## config.mk

```make
export PLATFORM = sky130hd
export DESIGN_NAME = ramBitGrid
export DESIGN_NICKNAME = d
export VERILOG_FILES = /design/src/rtl/ramGridPkg.sv /design/src/rtl/ramGridCtrl.sv /design/src/rtl/ramGridPath.sv /design/src/rtl/ramBitGrid.sv
export SDC_FILE = /design/constraint.sdc
export NUM_CORES = 1
export LEC_CHECK = 0
export ABC_AREA = 1
export BUFFER_PORTS_ARGS = -buffer_cell sky130_fd_sc_hd__buf_2
export CORE_MARGIN = 10
export CORE_UTILIZATION = 30
export CTS_CLUSTER_SIZE = 10
export DETAILED_ROUTE_END_ITERATION = 7
export GPL_TIMING_DRIVEN = 0
export SETUP_SLACK_MARGIN = 0.5
export SLEW_MARGIN = 10
export SYNTH_ARGS = -nofsm -noshare
export SYNTH_HDL_FRONTEND = slang
export SYNTH_HIERARCHICAL = 1
export SYNTH_SLANG_ARGS = --single-unit
```

## constraint.sdc

```tcl
create_clock -name clk -period 1.6 [get_ports clk]
set_clock_uncertainty 0.15 [all_clocks]
set_input_delay 0.08 -clock clk [delete_from_list [all_inputs] [get_ports clk]]
set_output_delay 0.08 -clock clk [all_outputs]
set_load 0.1 [all_outputs]
```

## src/rtl/ramGridPkg.sv

```systemverilog
package ramGridPkg;
  typedef struct packed {
    logic writeCell;
    logic driveOut;
  } ramStrobes_t;
endpackage

```

## src/rtl/ramGridCtrl.sv

```systemverilog
module ramGridCtrl
  import ramGridPkg::*;
(
  input  logic        chipEn,
  input  logic        writeEn,
  output ramStrobes_t strobes
);
  always_comb begin
    strobes.writeCell = chipEn & writeEn;
    strobes.driveOut  = chipEn & ~writeEn;
  end
endmodule

```

## src/rtl/ramGridPath.sv

```systemverilog
module ramGridPath
  import ramGridPkg::*;
#(
  parameter int ROW_BITS = 4,
  parameter int COL_BITS = 4,
  localparam int ROWS   = 1 << ROW_BITS,
  localparam int COLS   = 1 << COL_BITS,
  localparam int ADDR_W = ROW_BITS + COL_BITS
) (
  input  logic              clk,
  input  logic              rstN,
  input  ramStrobes_t       strobes,
  input  logic [ADDR_W-1:0] addr,
  input  logic              dataIn,
  output logic              readBit,
  output logic [ROWS-1:0]   rowSel,
  output logic [COLS-1:0]   colSel
);
  localparam int CELLS = ROWS * COLS;

  logic [ROW_BITS-1:0] rowAddr;
  logic [COL_BITS-1:0] colAddr;
  logic [CELLS-1:0]    cellQ;
  logic [CELLS-1:0]    cellHit;

  assign rowAddr = addr[ADDR_W-1 -: ROW_BITS];
  assign colAddr = addr[COL_BITS-1:0];

  // one-hot decoders, one per address half
  always_comb begin
    rowSel = '0;
    rowSel[rowAddr] = 1'b1;
  end

  always_comb begin
    colSel = '0;
    colSel[colAddr] = 1'b1;
  end

  for (genvar r = 0; r < ROWS; r++) begin : g_row
    for (genvar c = 0; c < COLS; c++) begin : g_col
      assign cellHit[r*COLS+c] = rowSel[r] & colSel[c];

      always_ff @(posedge clk or negedge rstN) begin
        if (!rstN)
          cellQ[r*COLS+c] <= 1'b0;
        else if (strobes.writeCell && cellHit[r*COLS+c])
          cellQ[r*COLS+c] <= dataIn;
      end
    end
  end

  // shared internal sense line: only the crossing cell contributes
  assign readBit = |(cellQ & cellHit);
endmodule

```

## src/rtl/ramBitGrid.sv

```systemverilog
module ramBitGrid
  import ramGridPkg::*;
#(
  parameter int ROW_BITS = 4,
  parameter int COL_BITS = 4,
  localparam int ADDR_W = ROW_BITS + COL_BITS,
  localparam int ROWS   = 1 << ROW_BITS,
  localparam int COLS   = 1 << COL_BITS
) (
  input  logic              clk,
  input  logic              rstN,
  input  logic              chipEn,
  input  logic              writeEn,
  input  logic [ADDR_W-1:0] addr,
  input  logic              dataIn,
  output logic              dataOut,
  output logic              outEn
);
  ramStrobes_t strobes;
  logic        readBit;
  logic [ROWS-1:0] rowSel;
  logic [COLS-1:0] colSel;

  ramGridCtrl u_ctrl (
    .chipEn  (chipEn),
    .writeEn (writeEn),
    .strobes (strobes)
  );

  ramGridPath #(
    .ROW_BITS (ROW_BITS),
    .COL_BITS (COL_BITS)
  ) u_path (
    .clk     (clk),
    .rstN    (rstN),
    .strobes (strobes),
    .addr    (addr),
    .dataIn  (dataIn),
    .readBit (readBit),
    .rowSel  (rowSel),
    .colSel  (colSel)
  );

  assign outEn   = strobes.driveOut;
  assign dataOut = strobes.driveOut & readBit;
endmodule

```

==> metrics.txt, run 1 <==
# TYPE chip_impl_metric gauge
chip_impl_info{name="run_status",value="complete, but fails checks"} 1
chip_impl_info{name="failing_checks",value="negative hold slack, negative setup slack"} 1
chip_impl_metric{name="timing.final.crit_share",unit=""} 1.55
chip_impl_info{name="regMostFlops",value="u_path/cellQ"} 1
chip_impl_metric{name="core.rowCount",unit=""} 77
chip_impl_metric{name="total_leakage_power",unit="uW"} 0.00748
chip_impl_info{name="synth_area_leader_cell",value="dfrtp_1"} 1
chip_impl_metric{name="remaining_routing_drc_violations",unit=""} 0
chip_impl_metric{name="flow.area_growth_from_synthesis",unit="%"} 27.1
chip_impl_metric{name="fp.dieArea",unit="sq um"} 53100
chip_impl_metric{name="clkSinkCount",unit=""} 256
chip_impl_metric{name="dpl-instance-area",unit="sq um"} 14800
chip_impl_metric{name="die_x",unit="um"} 230
chip_impl_metric{name="route.antenna.remaining_nets",unit=""} 0
chip_impl_metric{name="io-pin-count",unit=""} 15
chip_impl_info{name="setup.worst_path.end_class",value="output port"} 1
chip_impl_metric{name="r2r.worst_path.cells",unit=""} 3
chip_impl_metric{name="route.vias.total",unit=""} 13900
chip_impl_metric{name="synthDistinctLibCells",unit=""} 12
chip_impl_metric{name="cp.required",unit="ps"} 1370
chip_impl_metric{name="fin_area",unit="sq um"} 16900
chip_impl_metric{name="detail_route.wl_per_cell",unit="um"} 22.3
chip_impl_metric{name="finalHoldViolCount",unit=""} 161
chip_impl_metric{name="max_stage_delay",unit="ps"} 380
chip_impl_metric{name="grt_util_all_layers",unit=""} 0.201
chip_impl_metric{name="place.detailed.hpwl",unit="mm"} 34.5
chip_impl_info{name="clk_root_buffer_cell",value="clkbuf_16"} 1
chip_impl_info{name="cells_along_the_critical_path",value="nand3_1 -> nand2_1 -> inv_1 -> nand2_2 -> nor2_4 -> nand2_2 -> nor2_1 -> nand2_1 -> nor2_2 -> nand2_2 -> nand2_2 -> clkinvlp_4 -> buf_12"} 1
chip_impl_metric{name="arrival",unit="ps"} 2250
chip_impl_metric{name="setup_viol_count_final",unit=""} 1
chip_impl_metric{name="ys_warn_count",unit=""} 6
chip_impl_metric{name="cts.htree.levels",unit=""} 1
chip_impl_metric{name="syn-cell-area",unit="sq um"} 13300
chip_impl_metric{name="grt_start_max_net_pins",unit=""} 99
chip_impl_metric{name="min_period",unit="ps"} 2480
chip_impl_metric{name="critical_path_buf_inv_count",unit=""} 3
chip_impl_metric{name="setup_tns",unit="ps"} -879
chip_impl_info{name="cts_tree",value="done"} 1
chip_impl_metric{name="cts_made_buffers",unit=""} 30
chip_impl_metric{name="grt.overflow.total",unit=""} 0
chip_impl_info{name="path_class",value="reg -> out"} 1
chip_impl_metric{name="dieHeight",unit="um"} 230
chip_impl_info{name="largest_delay_contributor_family_on_the_critical_path",value="simple AND/OR/NAND/NOR gates"} 1
chip_impl_metric{name="final.hold.worst_slack",unit="ps"} -677
chip_impl_metric{name="critical_path.max_fanout",unit=""} 2
chip_impl_metric{name="max_ffs_per_register",unit=""} 256
chip_impl_info{name="biggestRegsByFlops",value="u_path/cellQ x256"} 1
chip_impl_metric{name="globalplace.congestion",unit=""} 0.930
chip_impl_metric{name="insertedDiodeCount",unit=""} 0
chip_impl_metric{name="relSlewSlack",unit=""} 0.633
chip_impl_metric{name="cp_num_cells",unit=""} 13
chip_impl_metric{name="floorplan.initialDensity",unit=""} 0.302
chip_impl_info{name="critical-path-slowest-cell",value="dfrtp_1"} 1
chip_impl_metric{name="totalWireLength",unit="mm"} 55.8
chip_impl_info{name="grt_setup_unrepaired",value="true"} 1
chip_impl_metric{name="firstDrtPassIters",unit=""} 6
chip_impl_metric{name="timing_worst_slew_pin_value",unit="ps"} 551
chip_impl_metric{name="fin_total_pwr",unit="uW"} 14400
chip_impl_metric{name="fin_nets",unit=""} 1912
chip_impl_metric{name="max_cap_violations",unit=""} 0
chip_impl_metric{name="antenna_found_initial",unit=""} 0
chip_impl_metric{name="synth-seq-area-share",unit=""} 0.482
chip_impl_metric{name="avgViaCountPerCell",unit=""} 5.56
chip_impl_metric{name="finalWorstSetupSlack",unit="ps"} -879
chip_impl_metric{name="layout-drive-gt1-share",unit=""} 0.185
chip_impl_info{name="min_path_type",value="in -> async"} 1
chip_impl_metric{name="ys_ff_latch",unit=""} 256
chip_impl_metric{name="drt_iter0_markers",unit=""} 1871
chip_impl_metric{name="grt_pass1_wl",unit="mm"} 81.4
chip_impl_metric{name="top_area_cell_type_share_of_the_netlist_area",unit=""} 0.482
chip_impl_metric{name="via_count_of_the_first_global_routing_pass",unit=""} 12700
chip_impl_metric{name="path_clk_slew",unit="ps"} 60
chip_impl_metric{name="finalCoreUtilization",unit=""} 0.383
chip_impl_info{name="worstSetupStartpointType",value="flip-flop"} 1
chip_impl_metric{name="p_per_area",unit="nW/um^2"} 851
chip_impl_metric{name="synth_area_per_cell",unit="sq um"} 7.43
chip_impl_metric{name="placement.io_buffers",unit=""} 14
chip_impl_metric{name="vdd.ir_drop.worst",unit="uV"} 708
chip_impl_metric{name="postSynthCellCount",unit=""} 1788
chip_impl_metric{name="worstSkewPairLatency",unit="ps"} 560
chip_impl_metric{name="cts_max_path_buffers",unit=""} 3
chip_impl_info{name="timing.critical_path.mode_cell",value="nand2_2"} 1
chip_impl_metric{name="postSynthNetCount",unit=""} 1801
chip_impl_info{name="synth.top_cells.by_area",value="dfrtp_1, nand3_1, nand2_1"} 1
chip_impl_metric{name="area_of_the_core",unit="sq um"} 44000
chip_impl_metric{name="max_freq",unit="MHz"} 403
chip_impl_metric{name="report.final.slew_viol_count",unit=""} 0
-- area by class of cell --
class / instances / area (sq um)
Buffer: 152 / 1390
Clock buffer: 39 / 816
Clock inverter: 1 / 7.51
Fill cell: 4473 / 27100
Inverter: 80 / 337
Multi-Input combinational cell: 1300 / 6450
Sequential cell: 256 / 6410
Tap cell: 592 / 741
Timing Repair Buffer: 79 / 737
-- logic make-up after synthesis --
kind of cell | synth area share
DFF | 0.482
AOI/OAI and AO/OA | 0.0965
and+or+nand+nor | 0.346
buffers and inverters | 0.0748
-- power by group --
part / internal, uW / leakage, uW / switching [uW] / total [uW]
Combinational: 405 / 0.00353 / 1060 / 1460
Sequential: 6650 / 0.00355 / 101 / 6750
Clock: 3480 / 0.000398 / 2660 / 6150
Total: 10500 / 0.00748 / 3820 / 14400
-- Yosys cell counts --
cell / count
nand3_1: 512
nand2_1: 432
dfrtp_1: 256
o21ai_0: 256
buf_2: 95
nor2_1: 84
inv_1: 80
clkbuf_1: 55
nand4_1: 15
buf_1: 1
buf_4: 1
nor2_2: 1
-- metrics by stage --
stage | setup WS, ps | std cells
4_1_cts | -875 | 2462
6_report | -879 | 2499
3_3_place_gp | -4640 | 2394
3_5_place_dp | -1420 | 2396
5_1_grt | -935 | 2499
2_1_floorplan | -166 | 1788
-- worst paths after layout --
path	startpoint	to	slack (ps)
max	u_path/cellQ[120]$_DFFE_PN0P_	dataOut	-880
min	rstN	u_path/cellQ[172]$_DFFE_PN0P_	-680
max reg2reg	u_path/cellQ[174]$_DFFE_PN0P_	u_path/cellQ[174]$_DFFE_PN0P_	660
min reg2reg	u_path/cellQ[90]$_DFFE_PN0P_	u_path/cellQ[90]$_DFFE_PN0P_	330
max in group asynchronous	rstN	u_path/cellQ[22]$_DFFE_PN0P_	760
min in group clk	addr[2]	u_path/cellQ[143]$_DFFE_PN0P_	40
-- per-layer routing --
layer	GRT usage	up-vias	routed length, um
li1	-	6234	-
met1	0.260	6646	21300
met2	0.301	821	24100
met3	0.0618	188	7070
met4	0.0974	2	3380
met5	0	-	44
-- placed cells by master, fill, tap and decap left out, types with 3 or more instances in the layout --
cell type and n:
nor2_2 14, clkbuf_2 26, nand2_1 404, nor2_4 36
inv_6 3, nand3_2 10, clkbuf_16 34, clkbuf_4 10
buf_6 36, buf_4 85, nand2_8 5, nand4_1 15
inv_4 4, buf_8 10, nor2_1 35, nand2_2 13
clkbuf_1 20, o21ai_0 252, dfrtp_1 256, nand2_4 10
nand3_1 500, buf_12 21, buf_2 25, o21ai_1 3
inv_1 70
-- worst reg2reg max path: cells and delay by family (launching register included) --
family / cells / cell delay, ps
AOI/OAI and AO/OA: 1 / 70
buffers and inverters: 1 / 150
DFF: 1 / 400
and+or+nand+nor: 1 / 50
-- what timing repair did --
item | CTS | global route
setup endpoints to repair | 197 | 329
hold endpoints to repair | 161 | 161
cloned | 0 | 3
pin swaps | 26 | 38
resized for setup | 80 | 172
buffers inserted | 26 | 34
Note: power is estimated with default switching activity, not from simulation.
==> run 2, diff against run 1 <==
HOLD_SLACK_MARGIN = 0.02   (was not set)
SKIP_LAST_GASP = 1   (was not set)
==> run 2 against run 1 <==
Net effect:
- the run still ends with negative hold slack, negative setup slack left
- non-clock buffer count did not move
- hold slack gained 0.54 ps
- clock power is essentially flat
- flip-flop and latch count stayed put
- cell count unchanged
==> metrics.txt, run 2 (same netlist as run 1, synthesis figures left out) <==
# TYPE chip_impl_metric gauge
chip_impl_metric{name="finalCoreUtilization",unit=""} 0.383
chip_impl_info{name="path_class",value="reg -> out"} 1
chip_impl_metric{name="grt.overflow.total",unit=""} 0
chip_impl_info{name="setup.worst_path.end_class",value="output port"} 1
chip_impl_metric{name="placement.io_buffers",unit=""} 14
chip_impl_metric{name="finalHoldViolCount",unit=""} 161
chip_impl_metric{name="dieHeight",unit="um"} 230
chip_impl_info{name="clk_root_buffer_cell",value="clkbuf_16"} 1
chip_impl_metric{name="worstSkewPairLatency",unit="ps"} 550
chip_impl_metric{name="drt_iter0_markers",unit=""} 1956
chip_impl_metric{name="total_leakage_power",unit="uW"} 0.00748
chip_impl_info{name="min_path_type",value="in -> async"} 1
chip_impl_metric{name="route.antenna.remaining_nets",unit=""} 0
chip_impl_metric{name="grt_util_all_layers",unit=""} 0.201
chip_impl_metric{name="cts_made_buffers",unit=""} 30
chip_impl_metric{name="globalplace.congestion",unit=""} 0.930
chip_impl_metric{name="net-switching-power",unit="uW"} 3840
chip_impl_metric{name="power.share.sequential",unit=""} 0.470
chip_impl_metric{name="detail_route.wl_per_cell",unit="um"} 22.4
chip_impl_info{name="failing_checks",value="negative hold slack, negative setup slack"} 1
chip_impl_metric{name="arrival",unit="ps"} 2260
chip_impl_metric{name="die_x",unit="um"} 230
chip_impl_metric{name="firstDrtPassIters",unit=""} 6
chip_impl_metric{name="report.final.slew_viol_count",unit=""} 0
chip_impl_metric{name="p_per_area",unit="nW/um^2"} 852
chip_impl_metric{name="slack_of_the_worst_reg_to_reg_path",unit="ps"} 660
chip_impl_metric{name="grt_pass1_wl",unit="mm"} 81.4
chip_impl_info{name="worst_flop_to_flop_path_startpoint",value="u_path/cellQ[174]$_DFFE_PN0P_"} 1
chip_impl_metric{name="path_clk_slew",unit="ps"} 60
chip_impl_info{name="grt_setup_unrepaired",value="true"} 1
chip_impl_metric{name="finalWorstSetupSlack",unit="ps"} -891
chip_impl_metric{name="avgViaCountPerCell",unit=""} 5.55
chip_impl_metric{name="via_count_of_the_first_global_routing_pass",unit=""} 12700
chip_impl_info{name="cts_tree",value="done"} 1
chip_impl_metric{name="core.rowCount",unit=""} 77
chip_impl_info{name="critical_path.reg2reg.endpoint",value="u_path/cellQ[174]$_DFFE_PN0P_"} 1
chip_impl_metric{name="p_comb_frac",unit=""} 0.102
chip_impl_metric{name="final.hold.worst_slack",unit="ps"} -677
chip_impl_metric{name="instances_no_fill",unit=""} 2499
chip_impl_metric{name="critical_path.max_fanout",unit=""} 2
chip_impl_metric{name="cts.htree.levels",unit=""} 1
chip_impl_metric{name="area_of_the_core",unit="sq um"} 44000
chip_impl_metric{name="cts_max_path_buffers",unit=""} 3
chip_impl_metric{name="io-pin-count",unit=""} 15
chip_impl_metric{name="insertedDiodeCount",unit=""} 0
chip_impl_metric{name="place.detailed.hpwl",unit="mm"} 34.5
chip_impl_metric{name="max_cap_violations",unit=""} 0
chip_impl_metric{name="max_ffs_per_register",unit=""} 256
chip_impl_metric{name="vdd.ir_drop.worst",unit="uV"} 702
chip_impl_info{name="layout_commonest_cell",value="nand3_1"} 1
chip_impl_metric{name="proportion_of_power_drawn_by_the_clock_network",unit=""} 0.429
chip_impl_metric{name="switching_share",unit=""} 0.267
chip_impl_info{name="biggestRegsByFlops",value="u_path/cellQ x256"} 1
chip_impl_metric{name="floorplan.initialDensity",unit=""} 0.302
chip_impl_metric{name="min_period",unit="ps"} 2490
chip_impl_metric{name="dp.cells",unit=""} 2396
chip_impl_metric{name="totalWireLength",unit="mm"} 56.1
chip_impl_metric{name="layout-drive-gt1-share",unit=""} 0.185
chip_impl_metric{name="power.internal",unit="uW"} 10500
chip_impl_metric{name="antenna_found_initial",unit=""} 0
chip_impl_metric{name="timing.final.crit_share",unit=""} 1.56
chip_impl_info{name="run_status",value="complete, but fails checks"} 1
chip_impl_metric{name="timing_worst_slew_pin_value",unit="ps"} 554
chip_impl_info{name="most-common-layout-cells",value="nand3_1, nand2_1, dfrtp_1"} 1
chip_impl_info{name="regMostFlops",value="u_path/cellQ"} 1
chip_impl_info{name="worstSetupStartpointType",value="flip-flop"} 1
chip_impl_metric{name="fp.dieArea",unit="sq um"} 53100
chip_impl_metric{name="remaining_routing_drc_violations",unit=""} 0
chip_impl_metric{name="grt_start_max_net_pins",unit=""} 99
chip_impl_metric{name="num-fill-cells",unit=""} 4474
chip_impl_metric{name="clkSinkCount",unit=""} 256
chip_impl_metric{name="r2r.worst_path.cells",unit=""} 3
chip_impl_metric{name="setup_viol_count_final",unit=""} 1
chip_impl_metric{name="fin_nets",unit=""} 1912
chip_impl_metric{name="flow.area_growth_from_synthesis",unit="%"} 27.0
chip_impl_metric{name="route.vias.total",unit=""} 13900
chip_impl_metric{name="cp.required",unit="ps"} 1370
chip_impl_metric{name="max_freq",unit="MHz"} 401
chip_impl_metric{name="relSlewSlack",unit=""} 0.631
-- run 2: cell types whose count changed in the layout (fill, tap and decap cells not counted), sizes merged --
cell    change
buf         -2
clkbuf      +2
-- run 2: repair_timing --
action,CTS,global route
gates resized for setup,80,168
setup endpoints to repair,197,329
endpoints found under the hold margin,161,161
pin swaps,25,36
cloned,0,3
buffers inserted,26,34
-- run 2: worst max path at each step --
stage / to / slack [ps] / cells after the start / from
6_report: dataOut / -890 / 13 / u_path/cellQ[120]$_DFFE_PN0P_
5_1_grt: dataOut / -940 / 13 / u_path/cellQ[121]$_DFFE_PN0P_
4_1_cts: dataOut / -880 / 13 / u_path/cellQ[127]$_DFFE_PN0P_
3_5_place_dp: dataOut / -1420 / 17 / addr[2]
3_3_place_gp: u_path/cellQ[80]$_DFFE_PN0P_ / -4640 / 1 / rstN
2_1_floorplan: dataOut / -170 / 15 / addr[1]
-- run 2: area by class of cell --
type                       count  area (sq um)  area share
sequential                   256          6410       0.380
clock buffer                  39           816      0.0484
timing repair buffer          79           737      0.0437
buffer                       152          1380      0.0820
clock inverter                 1          7.51    0.000445
tap                          592           741      0.0439
multi-input combinational   1300          6440       0.382
inverter                      80           337      0.0200
-- run 2: critical path, cell delays in order (launching register included) --
cell	delay [ps]
dfrtp_1	380
nand3_1	90
nand2_1	60
inv_1	60
nand2_2	60
nor2_4	150
nand2_2	100
nor2_1	110
nand2_1	120
nor2_2	120
nand2_2	90
nand2_2	90
clkinvlp_4	90
buf_12	170
-- run 2: power groups by stage --
stage               combinational [uW]  sequential [uW]  clock, uW
global placement                  1190             6860          0
CTS                               1300             6750       6240
finish                            1460             6750       6160
floorplan                          633             6830          0
global route                      1540             6770       6520
detailed placement                1220             6860          0
-- run 2: through the flow --
stage | power (uW) | setup WS (ps) | hold slack [ps] | TNS, ps | instance area (sq um)
final | 14400 | -891 | -677 | -891 | 16900
after global routing | 14800 | -935 | -641 | -935 | 16900
after CTS | 14300 | -875 | -672 | -875 | 16100
after detailed placement | 8080 | -1420 | -86.1 | -63900 | 14800
after global placement | 8050 | -4640 | 315 | -1239980 | 14700
after floorplan | 7470 | -166 | -366 | -166 | 13900
-- run 2: metal layers --
layer / GRT usage / vias to the layer above / wire length, um
met3: 0.0617 / 189 / 7120
li1: - / 6230 / -
met2: 0.301 / 858 / 24100
met1: 0.260 / 6581 / 21400
met4: 0.0972 / 2 / 3310
met5: 0 / - / 44
